`src/rtl/mbd_pkg.sv`:
```
package mbd_pkg;
   localparam int BYTE_W = 8;
   localparam int TAG_W  = 4;

   typedef enum logic [TAG_W-1:0] {
      TAG_GOB   = 4'h0,
      TAG_MBN   = 4'h1,
      TAG_CTRL  = 4'h2,
      TAG_QUANT = 4'h3,
      TAG_HMV   = 4'h4,
      TAG_VMV   = 4'h5,
      TAG_CBP   = 4'h6,
      TAG_SUB   = 4'h7,
      TAG_RUN   = 4'h8,
      TAG_COEF  = 4'h9,
      TAG_WAIT  = 4'hF
   } tag_e;

   localparam logic [BYTE_W-1:0] CTRL_KEEP = 8'b0110_1111;
   localparam logic [BYTE_W-1:0] CBP_KEEP  = 8'b0111_1110;
   localparam int CTRL_MC_BIT = 3;

   function automatic logic is_row_start(input logic [7:0] mb);
      return (mb == 8'd1) || (mb == 8'd12) || (mb == 8'd23);
   endfunction
endpackage

```
`src/rtl/mbd_strobe_capture.sv`:
```
module mbd_strobe_capture
   import mbd_pkg::*;
#(
   parameter int DW = BYTE_W,
   parameter int TW = TAG_W
) (
   input  logic          clk,
   input  logic          rst_n,
   input  logic          strb_i,
   input  logic [TW-1:0] tag_i,
   input  logic [DW-1:0] data_i,
   output logic          cap_vld_o,
   output logic [TW-1:0] cap_tag_o,
   output logic [DW-1:0] cap_data_o
);
   logic strb_q;
   logic rise;

   assign rise = strb_i & ~strb_q;

   always_ff @(posedge clk) begin
      if (!rst_n) begin
         strb_q     <= 1'b0;
         cap_vld_o  <= 1'b0;
         cap_tag_o  <= '0;
         cap_data_o <= '0;
      end else begin
         strb_q    <= strb_i;
         cap_vld_o <= rise;
         if (rise) begin
            cap_tag_o  <= tag_i;
            cap_data_o <= data_i;
         end
      end
   end


   single_capture_chk: assert property (@(posedge clk) disable iff (!rst_n)
      cap_vld_o |-> $past(strb_i) && !$past(strb_q));
endmodule

```
`src/rtl/mbd_addr_diff.sv`:
```
module mbd_addr_diff #(
   parameter int MBN_W = 6
) (
   input  logic             clk,
   input  logic             rst_n,
   input  logic             load_gob_i,
   input  logic             load_mb_i,
   input  logic [MBN_W-1:0] mb_i,
   output logic [MBN_W:0]   diff_o
);
   logic [MBN_W-1:0] prev_mb;

   assign diff_o = {1'b0, mb_i} - {1'b0, prev_mb};

   always_ff @(posedge clk) begin
      if (!rst_n)          prev_mb <= '0;
      else if (load_gob_i) prev_mb <= '0;
      else if (load_mb_i)  prev_mb <= mb_i;
   end


   gob_clears_prev_chk: assert property (@(posedge clk) disable iff (!rst_n)
      load_gob_i |=> (prev_mb == '0));
endmodule

```
`src/rtl/mbd_mv_lane.sv`:
```
module mbd_mv_lane #(
   parameter int MV_W = 5
) (
   input  logic            clk,
   input  logic            rst_n,
   input  logic            load_i,
   input  logic            mc_i,
   input  logic            pred_zero_i,
   input  logic [MV_W-1:0] vec_i,
   output logic [MV_W-1:0] diff_o
);
   logic [MV_W-1:0] prev_vec;
   logic [MV_W-1:0] pred;

   assign pred   = pred_zero_i ? '0 : prev_vec;
   // modulo 2^MV_W subtraction wraps into the signed range
   assign diff_o = mc_i ? (vec_i - pred) : '0;

   always_ff @(posedge clk) begin
      if (!rst_n)      prev_vec <= '0;
      else if (load_i) prev_vec <= mc_i ? vec_i : '0;
   end


   no_mc_zero_hist_chk: assert property (@(posedge clk) disable iff (!rst_n)
      (load_i && !mc_i) |=> (prev_vec == '0));
endmodule

```
`src/rtl/mb_field_decoder.sv`:
```
module mb_field_decoder
   import mbd_pkg::*;
#(
   parameter int GOB_W   = 4,
   parameter int MBN_W   = 6,
   parameter int QUANT_W = 5,
   parameter int SUB_W   = 3,
   parameter int MV_W    = 5
) (
   input  logic        clk,
   input  logic        rst_n,
   input  logic        strb_i,
   input  logic [3:0]  tag_i,
   input  logic [7:0]  data_i,
   output logic        rec_valid_o,
   output logic [3:0]  rec_kind_o,
   output logic [7:0]  rec_val_o
);
   localparam int OUT_W = BYTE_W;
   localparam int NLANE = 2;

   if (MV_W >= OUT_W || MBN_W >= OUT_W || GOB_W >= OUT_W ||
       QUANT_W >= OUT_W || SUB_W >= OUT_W || MBN_W > 6) begin : g_bad_cfg
      $error("mb_field_decoder: field width does not fit the record");
   end

   logic              cap_vld;
   logic [TAG_W-1:0]  cap_tag;
   logic [BYTE_W-1:0] cap_data;

   mbd_strobe_capture #(.DW(BYTE_W), .TW(TAG_W)) u_cap (
      .clk(clk), .rst_n(rst_n), .strb_i(strb_i), .tag_i(tag_i), .data_i(data_i),
      .cap_vld_o(cap_vld), .cap_tag_o(cap_tag), .cap_data_o(cap_data)
   );

   logic ld_gob, ld_mb, ld_ctrl;
   assign ld_gob  = cap_vld && (cap_tag == TAG_GOB);
   assign ld_mb   = cap_vld && (cap_tag == TAG_MBN);
   assign ld_ctrl = cap_vld && (cap_tag == TAG_CTRL);

   logic [MBN_W:0] addr_diff;
   mbd_addr_diff #(.MBN_W(MBN_W)) u_addr (
      .clk(clk), .rst_n(rst_n), .load_gob_i(ld_gob), .load_mb_i(ld_mb),
      .mb_i(cap_data[MBN_W-1:0]), .diff_o(addr_diff)
   );

   logic cur_mc, last_mc, pred_zero;
   logic [MV_W-1:0] mv_diff [NLANE];

   for (genvar a = 0; a < NLANE; a++) begin : g_lane
      localparam tag_e LANE_TAG = (a == 0) ? TAG_HMV : TAG_VMV;
      mbd_mv_lane #(.MV_W(MV_W)) u_lane (
         .clk(clk), .rst_n(rst_n),
         .load_i(cap_vld && (cap_tag == LANE_TAG)),
         .mc_i(cur_mc), .pred_zero_i(pred_zero),
         .vec_i(cap_data[MV_W-1:0]), .diff_o(mv_diff[a])
      );
   end

   always_ff @(posedge clk) begin
      if (!rst_n) begin
         cur_mc    <= 1'b0;
         last_mc   <= 1'b0;
         pred_zero <= 1'b1;
      end else begin
         if (ld_ctrl) cur_mc <= cap_data[CTRL_MC_BIT];
         if (ld_mb)
            pred_zero <= is_row_start({{(8-MBN_W){1'b0}}, cap_data[MBN_W-1:0]}) ||
                         (addr_diff != {{MBN_W{1'b0}}, 1'b1}) || !last_mc;
         if (cap_vld && (cap_tag == TAG_VMV)) last_mc <= cur_mc;
      end
   end

   logic              val_ok;
   logic [OUT_W-1:0]  val_nx;
   logic              run_end;

   assign run_end = &cap_data[7:6];

   always_comb begin
      val_ok = 1'b1;
      val_nx = '0;
      case (cap_tag)
         TAG_GOB:   val_nx = {{(OUT_W-GOB_W){1'b0}}, cap_data[GOB_W-1:0]};
         TAG_MBN:   val_nx = {{(OUT_W-MBN_W-1){addr_diff[MBN_W]}}, addr_diff};
         TAG_CTRL:  val_nx = cap_data & CTRL_KEEP;
         TAG_QUANT: val_nx = {{(OUT_W-QUANT_W){1'b0}}, cap_data[QUANT_W-1:0]};
         TAG_HMV:   val_nx = {{(OUT_W-MV_W){mv_diff[0][MV_W-1]}}, mv_diff[0]};
         TAG_VMV:   val_nx = {{(OUT_W-MV_W){mv_diff[1][MV_W-1]}}, mv_diff[1]};
         TAG_CBP:   val_nx = cap_data & CBP_KEEP;
         TAG_SUB:   val_nx = {{(OUT_W-SUB_W){1'b0}}, cap_data[SUB_W-1:0]};
         TAG_RUN:   val_nx = {run_end, run_end, cap_data[5:0]};
         TAG_COEF:  val_nx = cap_data;
         default:   val_ok = 1'b0;
      endcase
   end

   always_ff @(posedge clk) begin
      if (!rst_n) begin
         rec_valid_o <= 1'b0;
         rec_kind_o  <= '0;
         rec_val_o   <= '0;
      end else begin
         rec_valid_o <= cap_vld && val_ok;
         if (cap_vld && val_ok) begin
            rec_kind_o <= cap_tag;
            rec_val_o  <= val_nx;
         end
      end
   end


   rec_after_rise_chk: assert property (@(posedge clk) disable iff (!rst_n)
      rec_valid_o |-> $past(strb_i, 2) && !$past(strb_i, 3));

   rec_tag_legal_chk: assert property (@(posedge clk) disable iff (!rst_n)
      rec_valid_o |-> ($past(tag_i, 2) <= 4'd9) && (rec_kind_o == $past(tag_i, 2)));

   ctrl_unused_clear_chk: assert property (@(posedge clk) disable iff (!rst_n)
      (rec_valid_o && rec_kind_o == TAG_CTRL) |-> !rec_val_o[7] && !rec_val_o[4]);

   mv_range_chk: assert property (@(posedge clk) disable iff (!rst_n)
      (rec_valid_o && (rec_kind_o == TAG_HMV || rec_kind_o == TAG_VMV))
         |-> (rec_val_o[7:4] == 4'h0 || rec_val_o[7:4] == 4'hF));
endmodule

```
`config.mk`:
```
export PLATFORM = sky130hd
export DESIGN_NAME = mb_field_decoder
export DESIGN_NICKNAME = d
export VERILOG_FILES = /design/src/rtl/mbd_pkg.sv /design/src/rtl/mbd_strobe_capture.sv /design/src/rtl/mbd_addr_diff.sv /design/src/rtl/mbd_mv_lane.sv /design/src/rtl/mb_field_decoder.sv
export SDC_FILE = /design/constraint.sdc
export NUM_CORES = 1
export LEC_CHECK = 0
export ABC_AREA = 1
export BUFFER_PORTS_ARGS = -buffer_cell sky130_fd_sc_hd__buf_2
export CELL_PAD_IN_SITES_DETAIL_PLACEMENT = 1
export CELL_PAD_IN_SITES_GLOBAL_PLACEMENT = 2
export CORE_MARGIN = 5
export CORE_UTILIZATION = 30
export CTS_CLUSTER_SIZE = 24
export DETAILED_ROUTE_END_ITERATION = 8
export PLACE_DENSITY_LB_ADDON = 0.08
export SLEW_MARGIN = 20
export SYNTH_ARGS = -nofsm -noshare
export SYNTH_HDL_FRONTEND = slang
export SYNTH_SLANG_ARGS = --single-unit
```
`constraint.sdc`:
```
create_clock -name clk -period 1.7 [get_ports clk]
set_input_delay 0.425 -clock clk [delete_from_list [all_inputs] [get_ports clk]]
set_output_delay 0.425 -clock clk [all_outputs]
set_load 0.01 [all_outputs]
```
==> impl_metrics.yaml <==
worst_setup_path:
  cp-end-kind: "register"
  critPathKind: "register to register"
  worstPathArrival_ns: 2.00
  start_kind: "register"
  critical_path_required_ns: 1.90
  cp_max_fo: 4
  slowest_stage: "fa_2"
  crit_chain: "inv_1 -> nor2_2 -> ha_2 -> inv_1 -> fa_2 -> nand2_2 -> nand2_1 -> nand2_1 -> nand4_1 -> nand3_2 -> nand4_1 -> nor2_1 -> nor2_1"
  crit_path_max_incr_delay_ns: 0.35
cells_and_area:
  n_antenna_cell: 0
  final_cells: 552
  final_cell_area_um2: 3410
  final_layout_size_suffix_gt1_share_pct: 27.7
  final_nets: 476
  fill_cells: 1141
  area_growth_pct: 27.7
flow_run:
  maxCapViolCount: 0
run_status:
  status: "complete, but fails checks"
  violations: "negative setup slack"
drt:
  finalWirelength_mm: 8.70
  drc_errors: 0
  via_count: 2666
  avgRoutedWirePerCell_um: 15.8
  vias_per_cell: 4.83
  first_pass_iters: 4
  antenna_left: 0
  first_iter_violations: 28
sta:
  fin_crit_sh_pct: 106
  setup_violations: 6
  min_period_ns: 1.80
  slew_violations: 0
  clock_skew_ns: 0.00602
  hold_violations: 0
  fin_setup_tns_ns: -0.453
  rsz0062_at_grt: "yes"
  timing.fmax_mhz: 555
  maxSlewHeadroom_pct: 71.2
  finalWorstSetupSlack_ns: -0.101
  worst_slew_pin_slew_ns: 0.431
cts:
  cts_buffers: 5
  htreeDepth: 2
  root_buffer: "clkbuf_8"
  clk_latency_ns: 0.30
  path_clk_slew_ns: 0.09
  cts_tree: "yes"
  ctsHoldBuffers: 0
  cts_buffer_depth: 2
  clock-sinks: 46
placed_design:
  io_buffers: 27
  place_area_um2: 3180
  place.gp.congestion: 0.796
  post-place-cells: 540
  hpwl_mm: 6.93
synth:
  yosysWarnings: 0
  synth.most_common_cell: "nand2_1"
  yosysUniqueCellTypes: 36
  ys_seq_area_share_pct: 34.4
  ys_top_cells_by_count: "nand2_1 (79), dfxtp_1 (46), nor2_1 (45)"
  avgSynthCellArea_um2: 7.02
  yosysTopAreaCell: "dfxtp_1"
  synth_top_area_share_pct: 34.4
  synth-seq-cells: 46
  synth_fp_nets: 413
  synth.area.top_cells: "dfxtp_1 (34%), nand2_1 (11%), ha_1 (6.6%)"
  synth_area_um2: 2670
  yosys_most_used_dff: "dfxtp_1"
  synth-edff-count: 0
  synthArstFlopShare_pct: 0
  synthCells: 381
floorplanning:
  die_w_um: 104
  start_util_pct: 30.7
  ios: 28
  core_um2: 8720
  die_area_um2: 10900
  die_h_um: 104
  rows: 34
grt:
  antenna_found_initial: 0
  top_usage_layer: "met2"
  met3_usage_pct: 2.30
  grt_pass1_vias: 2726
  grt_max_degree: 17
  grt-ovfl-total: 0
  globalRouteTotalUtil_pct: 16.0
  grt_pass1_wl_mm: 14.0
  met1_usage_pct: 21.7
  grt_use_met2_pct: 26.7
power:
  peakVddDrop_mv: 0.304
  p_leak_nw: 1.51
  p_per_area_nw_per_um2: 719
worst_hold_path:
  hp-class: "primary input to register"
==> power by group <==
group          total (mW)  leakage [nW]  switching [mW]  internal, mW
sequential           1.17         0.378          0.0440          1.12
clock               0.678        0.0416           0.393         0.285
combinational       0.606          1.09           0.363         0.244
==> layout by cell type, fill, tap and decap left out, drive strengths merged, types with 3 or more instances in the layout <==
master | synthesis | layout
nand2 | 82 | 82
buf | 2 | 66
nor2 | 51 | 51
inv | 50 | 51
dfxtp | 46 | 46
o21ai | 36 | 36
a21oi | 33 | 33
nand3 | 21 | 21
ha | 14 | 14
nand4 | 10 | 10
a211oi | 8 | 8
clkbuf | 8 | 6
fa | 3 | 3
nor3 | 3 | 3
==> registers in the layout, summed over array words and instances, names as in the netlist, 4 cells and up <==
name / flops
g_lane.u_lane.prev_vec: 10
rec_val_o: 8
u_cap.cap_data_o: 8
u_addr.prev_mb: 6
rec_kind_o: 4
u_cap.cap_tag_o: 4
==> path summary, 6_finish.rpt <==
path	startpoint	depth (start not counted)	slack, ns	to
worst min register to register	u_cap.strb_q$_SDFF_PN0_	1	0.42	u_cap.cap_vld_o$_SDFF_PN0_
worst max register to register	g_lane[0].u_lane.prev_vec[0]$_SDFFE_PN0P_	13	-0.10	rec_val_o[5]$_SDFFE_PN0P_
worst min-delay path	data_i[7]	3	0.34	u_cap.cap_data_o[7]$_SDFFE_PN0P_
worst max-delay path	g_lane[0].u_lane.prev_vec[0]$_SDFFE_PN0P_	13	-0.10	rec_val_o[5]$_SDFFE_PN0P_
==> cell type report <==
cell class	count	area, um2	area share, %
multi-input cells	274	1610	47.0
flip-flops and latches	46	935	27.4
repair buffers	66	453	13.3
inverters	51	206	6.05
well taps	108	135	3.96
clock buffers	6	72.6	2.13
clock inverters	1	6.26	0.183
==> worst max-delay path, delay by kind of cell (launching register included) <==
family        cells  cell delay (ns)
flops             1             0.32
fa+ha+maj         2             0.51
simple gates      9             0.76
buf+inv           2             0.11
==> stage by stage <==
step | util [%] | power (mW) | setup WS, ns | hold WS, ns
after global placement | 36.5 | 1.77 | -0.254 | 0.412
final | 39.1 | 2.45 | -0.101 | 0.342
after detailed placement | 36.5 | 1.77 | -0.237 | 0.419
after global routing | 39.1 | 2.61 | -0.285 | 0.352
after floorplan | - | 1.54 | 0.00209 | 0.392
after CTS | 38.2 | 2.48 | -0.0981 | 0.335
==> metal layers <==
layer  part of all wire, %  wire length [um]
met4                   1.2               101
met5                     0                 0
met2                    48              4200
met1                    49              4250
met3                   1.7               152
==> timing repair <==
action	in CTS	in global routing
setup endpoints to repair	7	8
buffers inserted	4	1
pin swaps	8	3
gates resized for setup	16	15
==> cell families (layout without fill, tap and decap cells) <==
logic type / after synthesis / in the layout / share of synthesized area (%)
simple gates: 170 / 170 / 28.7
compound gates: 84 / 84 / 17.6
buf+inv: 61 / 124 / 9.41
flops: 46 / 46 / 34.4
fa+ha+maj: 17 / 17 / 8.80
xor+xnor: 3 / 3 / 0.983
No activity file was read; power rests on OpenSTA's default activity.
